File: config.mk
export PLATFORM = sky130hd
export DESIGN_NAME = reactor_seq_ctrl
export DESIGN_NICKNAME = d
export VERILOG_FILES = /design/src/rtl/reactor_pkg.sv /design/src/rtl/rsc_region.sv /design/src/rtl/rsc_outdec.sv /design/src/rtl/reactor_seq_ctrl.sv
export SDC_FILE = /design/constraint.sdc
export NUM_CORES = 1
export LEC_CHECK = 0
export BUFFER_PORTS_ARGS = -buffer_cell sky130_fd_sc_hd__buf_2
export CORE_AREA = 2 2 39 41
export CTS_CLUSTER_SIZE = 14
export DETAILED_ROUTE_END_ITERATION = 8
export DIE_AREA = 0 0 41 43
export SETUP_SLACK_MARGIN = 0.05
export SYNTH_ARGS = -nofsm -noshare
export SYNTH_HDL_FRONTEND = slang
export SYNTH_SLANG_ARGS = --single-unit
File: constraint.sdc
create_clock -name clk_i -period 1.35 [get_ports clk_i]
set_input_delay 0.27 -clock clk_i [delete_from_list [all_inputs] [get_ports clk_i]]
set_output_delay 0.27 -clock clk_i [all_outputs]
set_load 0.01 [all_outputs]
File: src/rtl/reactor_pkg.sv
package reactor_pkg;
  typedef enum logic [2:0] {
    PH_IDLE  = 3'd0,
    PH_PREP  = 3'd1,
    PH_REACT = 3'd2,
    PH_DRAIN = 3'd3,
    PH_RIGHT = 3'd4,
    PH_DUMP  = 3'd5
  } phase_t;

  localparam int unsigned PREP_N = 3;   // pump1, pump2, wagon return
  localparam int unsigned PHASE_W = $bits(phase_t);
endpackage

File: src/rtl/rsc_region.sv
// One concurrent region: latches its completion event while its parent phase is active.
module rsc_region (
  input  logic clk_i,
  input  logic rst_ni,
  input  logic active_i,
  input  logic hit_i,
  output logic done_o
);
  always_ff @(posedge clk_i or negedge rst_ni) begin
    if (!rst_ni)        done_o <= 1'b0;
    else if (!active_i) done_o <= 1'b0;
    else if (hit_i)     done_o <= 1'b1;
  end
endmodule

File: src/rtl/rsc_outdec.sv
module rsc_outdec
  import reactor_pkg::*;
(
  input  phase_t            phase_i,
  input  logic [PREP_N-1:0] prep_done_i,
  input  logic              fill_done_i,
  output logic              pump1_o,
  output logic              pump2_o,
  output logic              wagon_left_o,
  output logic              dose_valve_o,
  output logic              agitator_o,
  output logic              drain_valve_o,
  output logic              wagon_right_o,
  output logic              dump_o
);
  logic in_prep, in_react;
  assign in_prep  = (phase_i == PH_PREP);
  assign in_react = (phase_i == PH_REACT);

  assign pump1_o       = in_prep  & ~prep_done_i[0];
  assign pump2_o       = in_prep  & ~prep_done_i[1];
  assign wagon_left_o  = in_prep  & ~prep_done_i[2];
  assign dose_valve_o  = in_react & ~fill_done_i;
  assign agitator_o    = in_react;
  assign drain_valve_o = (phase_i == PH_DRAIN);
  assign wagon_right_o = (phase_i == PH_RIGHT);
  assign dump_o        = (phase_i == PH_DUMP);
endmodule

File: src/rtl/reactor_seq_ctrl.sv
module reactor_seq_ctrl
  import reactor_pkg::*;
(
  input  logic               clk_i,
  input  logic               rst_ni,
  input  logic               start_i,
  input  logic               sub1_ok_i,
  input  logic               sub2_ok_i,
  input  logic               wagon_left_i,
  input  logic               wagon_right_i,
  input  logic               reactor_full_i,
  input  logic               reactor_empty_i,
  input  logic               wagon_empty_i,
  output logic               pump1_o,
  output logic               pump2_o,
  output logic               wagon_left_o,
  output logic               dose_valve_o,
  output logic               agitator_o,
  output logic               drain_valve_o,
  output logic               wagon_right_o,
  output logic               dump_o,
  output logic [PHASE_W-1:0] phase_o
);
  phase_t            phase_q, phase_d;
  logic [PREP_N-1:0] prep_hit, prep_done;
  logic              prep_act, react_act, fill_done;

  assign prep_act  = (phase_q == PH_PREP);
  assign react_act = (phase_q == PH_REACT);
  assign prep_hit  = {wagon_left_i, sub2_ok_i, sub1_ok_i};

  for (genvar g = 0; g < PREP_N; g++) begin : g_prep
    rsc_region u_reg (
      .clk_i    (clk_i),
      .rst_ni   (rst_ni),
      .active_i (prep_act),
      .hit_i    (prep_hit[g]),
      .done_o   (prep_done[g])
    );
  end

  rsc_region u_fill (
    .clk_i    (clk_i),
    .rst_ni   (rst_ni),
    .active_i (react_act),
    .hit_i    (reactor_full_i),
    .done_o   (fill_done)
  );

  // Composite exits use latched flags: events are seen one tick after they fire.
  always_comb begin
    phase_d = phase_q;
    unique case (phase_q)
      PH_IDLE:  if (start_i)         phase_d = PH_PREP;
      PH_PREP:  if (&prep_done)      phase_d = PH_REACT;
      PH_REACT: if (fill_done)       phase_d = PH_DRAIN;
      PH_DRAIN: if (reactor_empty_i) phase_d = PH_RIGHT;
      PH_RIGHT: if (wagon_right_i)   phase_d = PH_DUMP;
      PH_DUMP:  if (wagon_empty_i)   phase_d = PH_IDLE;
      default:                       phase_d = PH_IDLE;
    endcase
  end

  always_ff @(posedge clk_i or negedge rst_ni) begin
    if (!rst_ni) phase_q <= PH_IDLE;
    else         phase_q <= phase_d;
  end

  rsc_outdec u_dec (
    .phase_i       (phase_q),
    .prep_done_i   (prep_done),
    .fill_done_i   (fill_done),
    .pump1_o       (pump1_o),
    .pump2_o       (pump2_o),
    .wagon_left_o  (wagon_left_o),
    .dose_valve_o  (dose_valve_o),
    .agitator_o    (agitator_o),
    .drain_valve_o (drain_valve_o),
    .wagon_right_o (wagon_right_o),
    .dump_o        (dump_o)
  );

  assign phase_o = phase_q;
endmodule

After elaboration in Yosys (flattened, before gate mapping)
Cells that the tools add are included.
W data, S select, Z words.
- equal/unequal tests: 15
- multipliers: 0
- shift operators: 0
- reduce and logical (&&, ||, !) cells: 3
- bitwise gates (word level): 8
- mux-type cells: 15
- order comparisons: 0
- divide/modulo/power cells: 0
- add/subtract/negate cells: 0
- operators by type and width (cell ; count):
    $ne A2 B2 Y1 const B ; 10
    $mux W3 ; 6
    $pmux W3 S6 ; 1
    $mux W1 ; 8
    $eq A3 B2 Y1 const B ; 2
    $eq A3 B3 Y1 const B ; 2
    $reduce_and A6 Y1 ; 1
    $and A1 B1 Y1 ; 4
    $not A1 Y1 ; 4
    $eq A3 B1 Y1 const B ; 1
    $logic_not A3 Y1 ; 1
    $reduce_and A3 Y1 ; 1
- logic and storage cells: 46
- memories kept: 0
- bits in read-only memories: 0
- latch bits: 0
- register bits: 7
- RAM bits: 0

Depth between registers and ports, before layout
Gate-level depths: netlist of run 1.
- word-level depth: 3
- gate-level depth with buffers: 4

Hierarchy
A second synthesis of run 1 with hierarchy kept.
- cell total of the unflattened synthesis: 40
- area, all modules: 401.6 µm²
- by module, submodules not included (module ; cells each ; times used ; area each (µm²)):
    reactor_seq_ctrl ; 24 ; 1 ; 201.4
    rsc_region ; 2 ; 4 ; 32.5
    rsc_outdec ; 8 ; 1 ; 70.1

Least setup slack after synthesis of run 1
OpenSTA, ideal clock, no wires.
- path kind: flip-flop to output port
- start: register phase_q[1] (netlist: phase_o[1])
- end: output port dose_valve_o
- buffers on the path: 0
- cell stages (with the launch flop): 3
- path slack: 92 ps
- arrival: 988 ps
- path through: dfrtp_1 > nor3b_2 > and2b_1
- cells in the longest elaborated chain, start to end: 2
- RTL lines (what ; RTL line ; text):
    start: declaration ; reactor_seq_ctrl.sv:24 ; phase_t phase_q, phase_d;
    start signal: assignment ; reactor_seq_ctrl.sv:66 ; else phase_q <= phase_d;
    $eq A3 B2 Y1 ; rsc_outdec.sv:18 ; assign in_react = (phase_i == PH_REACT);
    named net agitator_o ; reactor_seq_ctrl.sv:18 ; output logic agitator_o,
    $and A1 B1 Y1 ; rsc_outdec.sv:23 ; assign dose_valve_o = in_react & ~fill_done_i;
    end: declaration ; reactor_seq_ctrl.sv:17 ; output logic dose_valve_o,
The timed path passes the listed nets, and every way through them passes these cells.

Worst setup path after layout of run 1
- start: register phase_q[2] (netlist: phase_o[2])
- end: output port dump_o
- cells in the longest elaborated chain, start to end: 1
- RTL lines (what ; RTL line ; text):
    $eq A3 B3 Y1 ; rsc_outdec.sv:27 ; assign dump_o = (phase_i == PH_DUMP);
    end: declaration ; reactor_seq_ctrl.sv:21 ; output logic dump_o,
No other way between the ends.

==> key figures, run 1 <==
STA
  – Worst slew margin: 88.8%
  – Max Clk Rate: 677 MHz
  – Final Hold Vio Count: 0
  – RSZ-0062 raised after global routing: yes
  – Clk_skew: 0.625 ps
  – Final setup vio count: 9
  – Setup WS post-layout: -126 ps
  – Min Tclk post-route: 1480 ps
  – Final TNS setup: -541 ps
  – Final max-slew violation count: 0
  – Hold Slack: 234 ps
  – Tcrit/Tclk final: 109%
  – Slew @ Worst Pin: 167 ps

Worst setup path
  – Req. time, crit path: 1080 ps
  – Worst path slowest cell: dfrtp_2
  – Nature of the critical path endpoint: output pin
  – Arrival @ worst endpoint: 1210 ps
  – Largest stage delay on the critical path: 460 ps
  – Setup CP Type: reg -> out
  – Max Fanout on Critical Path: 6
  – Critical path, cell by cell: and2b_2 -> and2_1 -> buf_2
  – Worst setup SP type: register

Run status
  – Failing checks: negative setup slack
  – Status: finished, violations left

Layout
  – Most frequent cells in the layout: buf_2, buf_4, nor2_1
  – Final instance area: 628 µm²
  – Fillers: 147
  – Layout cells sized above 1: 58.7%
  – Synth-to-Final Area Change: 73.7%
  – Ant diodes: 0
  – Utilization after layout: 45.4%
  – Non-Filler Instances: 91
  – Final #Nets: 86
  – Most common cell after layout, fill and taps aside: buf_2

Pwr
  – Power Total: 1.39 mW
  – Worst vdd ir: 1340 µV
  – Leak pwr: 0.337 nW
  – P per Cell Area: 2220 nW/µm²

Clocking
  – Clock root buffer: clkbuf_4
  – Worst-skew pair later-pin latency: 250 ps
  – CTS buffer count: 3
  – Clk buf depth: 2
  – # H-tree levels: 1
  – # clock sinks: 7
  – TritonCTS clock tree: done
  – Clk slew on worst S/H paths: 50 ps

Synth
  – Post-synthesis sequential area ratio: 48.4%
  – Post-Syn Area: 362 µm²
  – Syn nets: 49
  – Yosys Warn Count: 0
  – EDFF count, synth: 0
  – Mapped Cells: 39
  – Post-synth cell types: 19
  – Post-synthesis async set-or-reset flop share: 100%
  – Mean Syn Cell Area: 9.27 µm²
  – Top FF cell, synth: dfrtp_1
  – Post-synthesis register bit count: 7

Floorplanning
  – Starting Density: 26.1%
  – Ports: 21
  – Die height: 43 µm
  – Die area: 1760 µm²
  – Die width: 41 µm
  – CORE AREA: 1380 µm²
  – FP Rows: 14

Detailed routing
  – Average routed wire per standard cell: 10.3 µm
  – Final wirelength: 933 µm
  – DR iter-0 viols: 1
  – # DRC: 0
  – Mean number of vias per cell: 4.54
  – Drt pass-1 iters: 2
  – Via count: 413
  – Routed Antenna Nets: 0

Global routing
  – GRT Total Usage: 11.6%
  – Largest net degree at the start of global routing: 8
  – First-pass GRT wire length: 1340 µm
  – Total gr overflow: 0
  – Antenna violations before repair: 0
  – Vias in the first global route: 352

Worst hold path
  – Hold Crit Class: in -> reg

Placement
  – Placement Setup Slack: 88.5 ps
  – Placed insts: 76
  – Count of buffers from port buffering: 20
  – Post-DP HPWL: 674 µm
  – Routability cong.: 0.670
  – Placed cell area: 485 µm²

Run
  – Max Cap Violations: 0
cells by family after synthesis:
logic type      synth area share (%)
buf+inv                         5.19
simple gates                    32.2
flops                           48.4
compound gates                  14.2
cells in the mapped netlist (all sizes together) (2+ instances only):
| cell type | instances | area share (%) |
|---|---|---|
| nor2b | 3 | 5.2 |
| and2b | 2 | 4.5 |
| nand2 | 3 | 3.1 |
| nor2 | 10 | 10 |
| inv | 2 | 2.1 |
| dfrtp | 7 | 48 |
path summary, 6_finish.rpt:
kind | cells after the start | start | to | slack, ps
hold reg to reg | 1 | u_fill.done_o$_DFFE_PN0P_ | u_fill.done_o$_DFFE_PN0P_ | 520
min in group asynchronous | 2 | rst_ni | phase_o[1]$_DFFE_PN0P_ | 390
hold / removal | 2 | reactor_full_i | u_fill.done_o$_DFFE_PN0P_ | 230
setup / recovery | 3 | phase_o[2]$_DFFE_PN0P_ | dump_o | -130
max in group asynchronous | 2 | rst_ni | phase_o[2]$_DFFE_PN0P_ | 790
setup reg to reg | 4 | phase_o[2]$_DFFE_PN0P_ | phase_o[0]$_DFFE_PN0P_ | 190
power breakdown:
part	switching (mW)	leakage, nW	internal (mW)
sequential	0.124	0.0852	0.302
clock	0.0743	0.0150	0.113
combinational	0.337	0.236	0.444
total	0.536	0.337	0.859
registers in the layout, indices dropped and copies added, names as in the netlist:
| signal | flops |
|---|---|
| phase_o | 3 |
| u_fill.done_o | 1 |
| g_prep.u_reg.done_o | 3 |
worst max-delay path: cells and delay by family, from the launching register on:
kind | cells | cell delay, ps
buffers and inverters | 1 | 130
and+or+nand+nor | 2 | 370
DFF | 1 | 460
timing repair:
| item | CTS | global route |
|---|---|---|
| buffers inserted | 3 | 7 |
| pin swaps | 2 | 1 |
| resized for setup | 5 | 5 |
| hold buffers | 1 | 0 |
| hold endpoints to repair | 7 | 0 |
| setup endpoints to repair | 8 | 9 |
area by class of cell:
class / count / area, µm² / area share [%]
tap: 16 / 20.0 / 3.19
sequential: 7 / 179 / 28.5
multi-input combinational: 29 / 191 / 30.5
timing repair buffer: 33 / 204 / 32.5
inverter: 2 / 7.51 / 1.20
clock buffer: 4 / 26.3 / 4.18
routing by layer:
layer	GRT usage (%)	wire [µm]
met5	0	0
met1	12.1	356
met4	4.00	0
met2	18.8	490
met3	6.28	87
(Power assumes the default switching activity.)
==> run 2, diff against run 1 <==
CTS_CLUSTER_SIZE = not set   (was 14)
SETUP_SLACK_MARGIN = not set   (was 0.05)
==> run 2 against run 1 <==
Compared with the run above: the flow still finishes with violations (negative setup slack); wire length is 1.7% lower; core utilization fell by 1.4 points; cell area is 3.0% lower; combinational power decreased by 7.7%; global-route usage unchanged; fmax is essentially flat; hold slack worse by 4.5 ps; die area stayed put; critical endpoint unchanged.
==> key figures, run 2 (synthesized netlist as in run 1, its figures left out) <==
Clocking
  – CTS buffer count: 3 (unchanged)
  – Worst-skew pair later-pin latency: 250 ps (about the same)
  – Clk slew on worst S/H paths: 50 ps (about the same)
  – # clock sinks: 7 (unchanged)
  – TritonCTS clock tree: done
  – Clk buf depth: 2 (unchanged)
  – # H-tree levels: 1 (unchanged)
  – Clock root buffer: clkbuf_4

STA
  – Slew @ Worst Pin: 183 ps (+15.8 ps)
  – Tcrit/Tclk final: 109% (about the same)
  – Final setup vio count: 9 (unchanged)
  – Min Tclk post-route: 1480 ps (+0.572 ps)
  – Worst slew margin: 87.8% (-1.0 points)
  – RSZ-0062 raised after global routing: yes
  – Max Clk Rate: 677 MHz (about the same)
  – Final Hold Vio Count: 0 (unchanged)
  – Clk_skew: 0.368 ps (-0.257 ps)
  – Final max-slew violation count: 0 (unchanged)
  – Setup WS post-layout: -127 ps (-0.572 ps)

Worst setup path
  – Worst setup SP type: register
  – Worst R2R Path Depth: 4 (unchanged)
  – Reg2reg start: phase_o[0]$_DFFE_PN0P_
  – Setup CP Type: reg -> out
  – Arrival @ worst endpoint: 1210 ps (about the same)
  – Reg2reg end: phase_o[0]$_DFFE_PN0P_
  – Req. time, crit path: 1080 ps (about the same)
  – Worst path slowest cell: dfrtp_2
  – Max Fanout on Critical Path: 6 (unchanged)
  – Flop2flop setup slack: 180 ps (about the same)
  – Largest stage delay on the critical path: 460 ps (about the same)
  – Critical path, cell by cell: and2b_2 -> and2_1 -> buf_2
  – Nature of the critical path endpoint: output pin

Pwr
  – P per Cell Area: 2200 nW/µm² (-0.78%)
  – Worst vdd ir: 1340 µV (about the same)
  – Leak pwr: 0.326 nW (-3.1%)

Detailed routing
  – # DRC: 0 (unchanged)
  – Mean number of vias per cell: 4.55 (+0.27%)
  – Final wirelength: 917 µm (-1.7%)
  – Average routed wire per standard cell: 10.3 µm (+0.49%)
  – Drt pass-1 iters: 1 (-1)
  – Via count: 405 (-1.9%)
  – DR iter-0 viols: 0 (-1)
  – Routed Antenna Nets: 0 (unchanged)

Worst hold path
  – Worst Hold Depth: 2 (unchanged)
  – Hold Crit Class: in -> reg
  – Hold_sp: reactor_full_i
  – Hold endpoint: u_fill.done_o$_DFFE_PN0P_

Placement
  – Routability cong.: 0.670 (unchanged)
  – Placement Setup Slack: 88.5 ps (unchanged)
  – Post-DP HPWL: 674 µm (unchanged)
  – Placed insts: 76 (unchanged)
  – Count of buffers from port buffering: 20 (unchanged)

Run status
  – Failing checks: negative setup slack
  – Status: finished, violations left

Layout
  – Non-Filler Instances: 89 (-2.2%)
  – Fillers: 145 (-1.4%)
  – Layout cells sized above 1: 57.5% (-1.1 points)
  – Most common cell after layout, fill and taps aside: buf_2
  – Ant diodes: 0 (unchanged)
  – Final #Nets: 84 (-2.3%)
  – Synth-to-Final Area Change: 68.5%
  – Most frequent cells in the layout: buf_2, buf_4, nor2_1

Global routing
  – Antenna violations before repair: 0 (unchanged)
  – GRT Total Usage: 11.6% (unchanged)
  – Vias in the first global route: 352 (unchanged)
  – First-pass GRT wire length: 1340 µm (unchanged)
  – Largest net degree at the start of global routing: 8 (unchanged)
  – Total gr overflow: 0 (unchanged)

Floorplanning
  – Die height: 43 µm (unchanged)
  – Ports: 21 (unchanged)
  – Starting Density: 26.1% (unchanged)
  – Die width: 41 µm (unchanged)
  – CORE AREA: 1380 µm² (unchanged)
  – FP Rows: 14 (unchanged)
  – Die area: 1760 µm² (unchanged)

Run
  – Max Cap Violations: 0 (unchanged)
==> run 2: what timing repair did <==
item                                   4_1_cts  5_1_grt
endpoints found under the hold margin        7        0
pin swaps                                    2        0
resized for setup                            5        4
hold buffers                                 1        0
setup buffers                                3        5
setup endpoints to repair                    8        8
==> run 2: critical path, delay by kind of cell (launching register included) <==
kind / cells / cell delay (ps)
and+or+nand+nor: 2 / 370
DFF: 1 / 460
buffers and inverters: 1 / 130
==> run 2: worst max-delay path by stage <==
stage / startpoint / endpoint / slack, ps / cells past startpoint
after floorplan: phase_o[1]$_DFFE_PN0P_ / dose_valve_o / 90 / 2
after global placement: phase_o[1]$_DFFE_PN0P_ / pump2_o / 110 / 4
after detailed placement: phase_o[1]$_DFFE_PN0P_ / pump2_o / 90 / 4
after CTS: phase_o[1]$_DFFE_PN0P_ / wagon_right_o / -120 / 3
after global routing: phase_o[2]$_DFFE_PN0P_ / dose_valve_o / -200 / 3
final: phase_o[2]$_DFFE_PN0P_ / dump_o / -130 / 3
==> run 2: cell type report <==
| type | instances | area [µm²] | share of cell area [%] |
|---|---|---|---|
| clock buffers | 4 | 26.3 | 4.31 |
| well taps | 16 | 20.0 | 3.29 |
| inverters | 2 | 7.51 | 1.23 |
| multi-input cells | 29 | 191 | 31.4 |
| repair buffers | 31 | 185 | 30.4 |
| flip-flops and latches | 7 | 179 | 29.4 |
==> run 2: stage by stage <==
stage          util, %  hold WS (ps)  total power [mW]  area, µm²  TNS [ps]
5_1_grt           44.0           224              1.47        609     -1220
4_1_cts           40.0           228              1.19        553      -691
3_3_place_gp      35.1           113             0.929        485         0
3_5_place_dp      35.1           116             0.937        485         0
6_report          44.0           229              1.34        609      -590
2_1_floorplan        -         -25.6             0.736        362         0
==> run 2: power by group <==
group	switching, mW	internal [mW]	leakage [nW]	total, mW
clock network	0.0761	0.113	0.0150	0.189
logic	0.320	0.402	0.226	0.722
registers	0.129	0.302	0.0852	0.432
==> run 2: per-layer routing <==
layer | track usage (%) | part of all wire (%) | vias to the layer above
met5 | 0 | 0 | -
met4 | 4.00 | 0 | 0
met3 | 6.28 | 9.6 | 0
met2 | 18.8 | 52 | 20
met1 | 12.1 | 38 | 187
li1 | - | - | 198
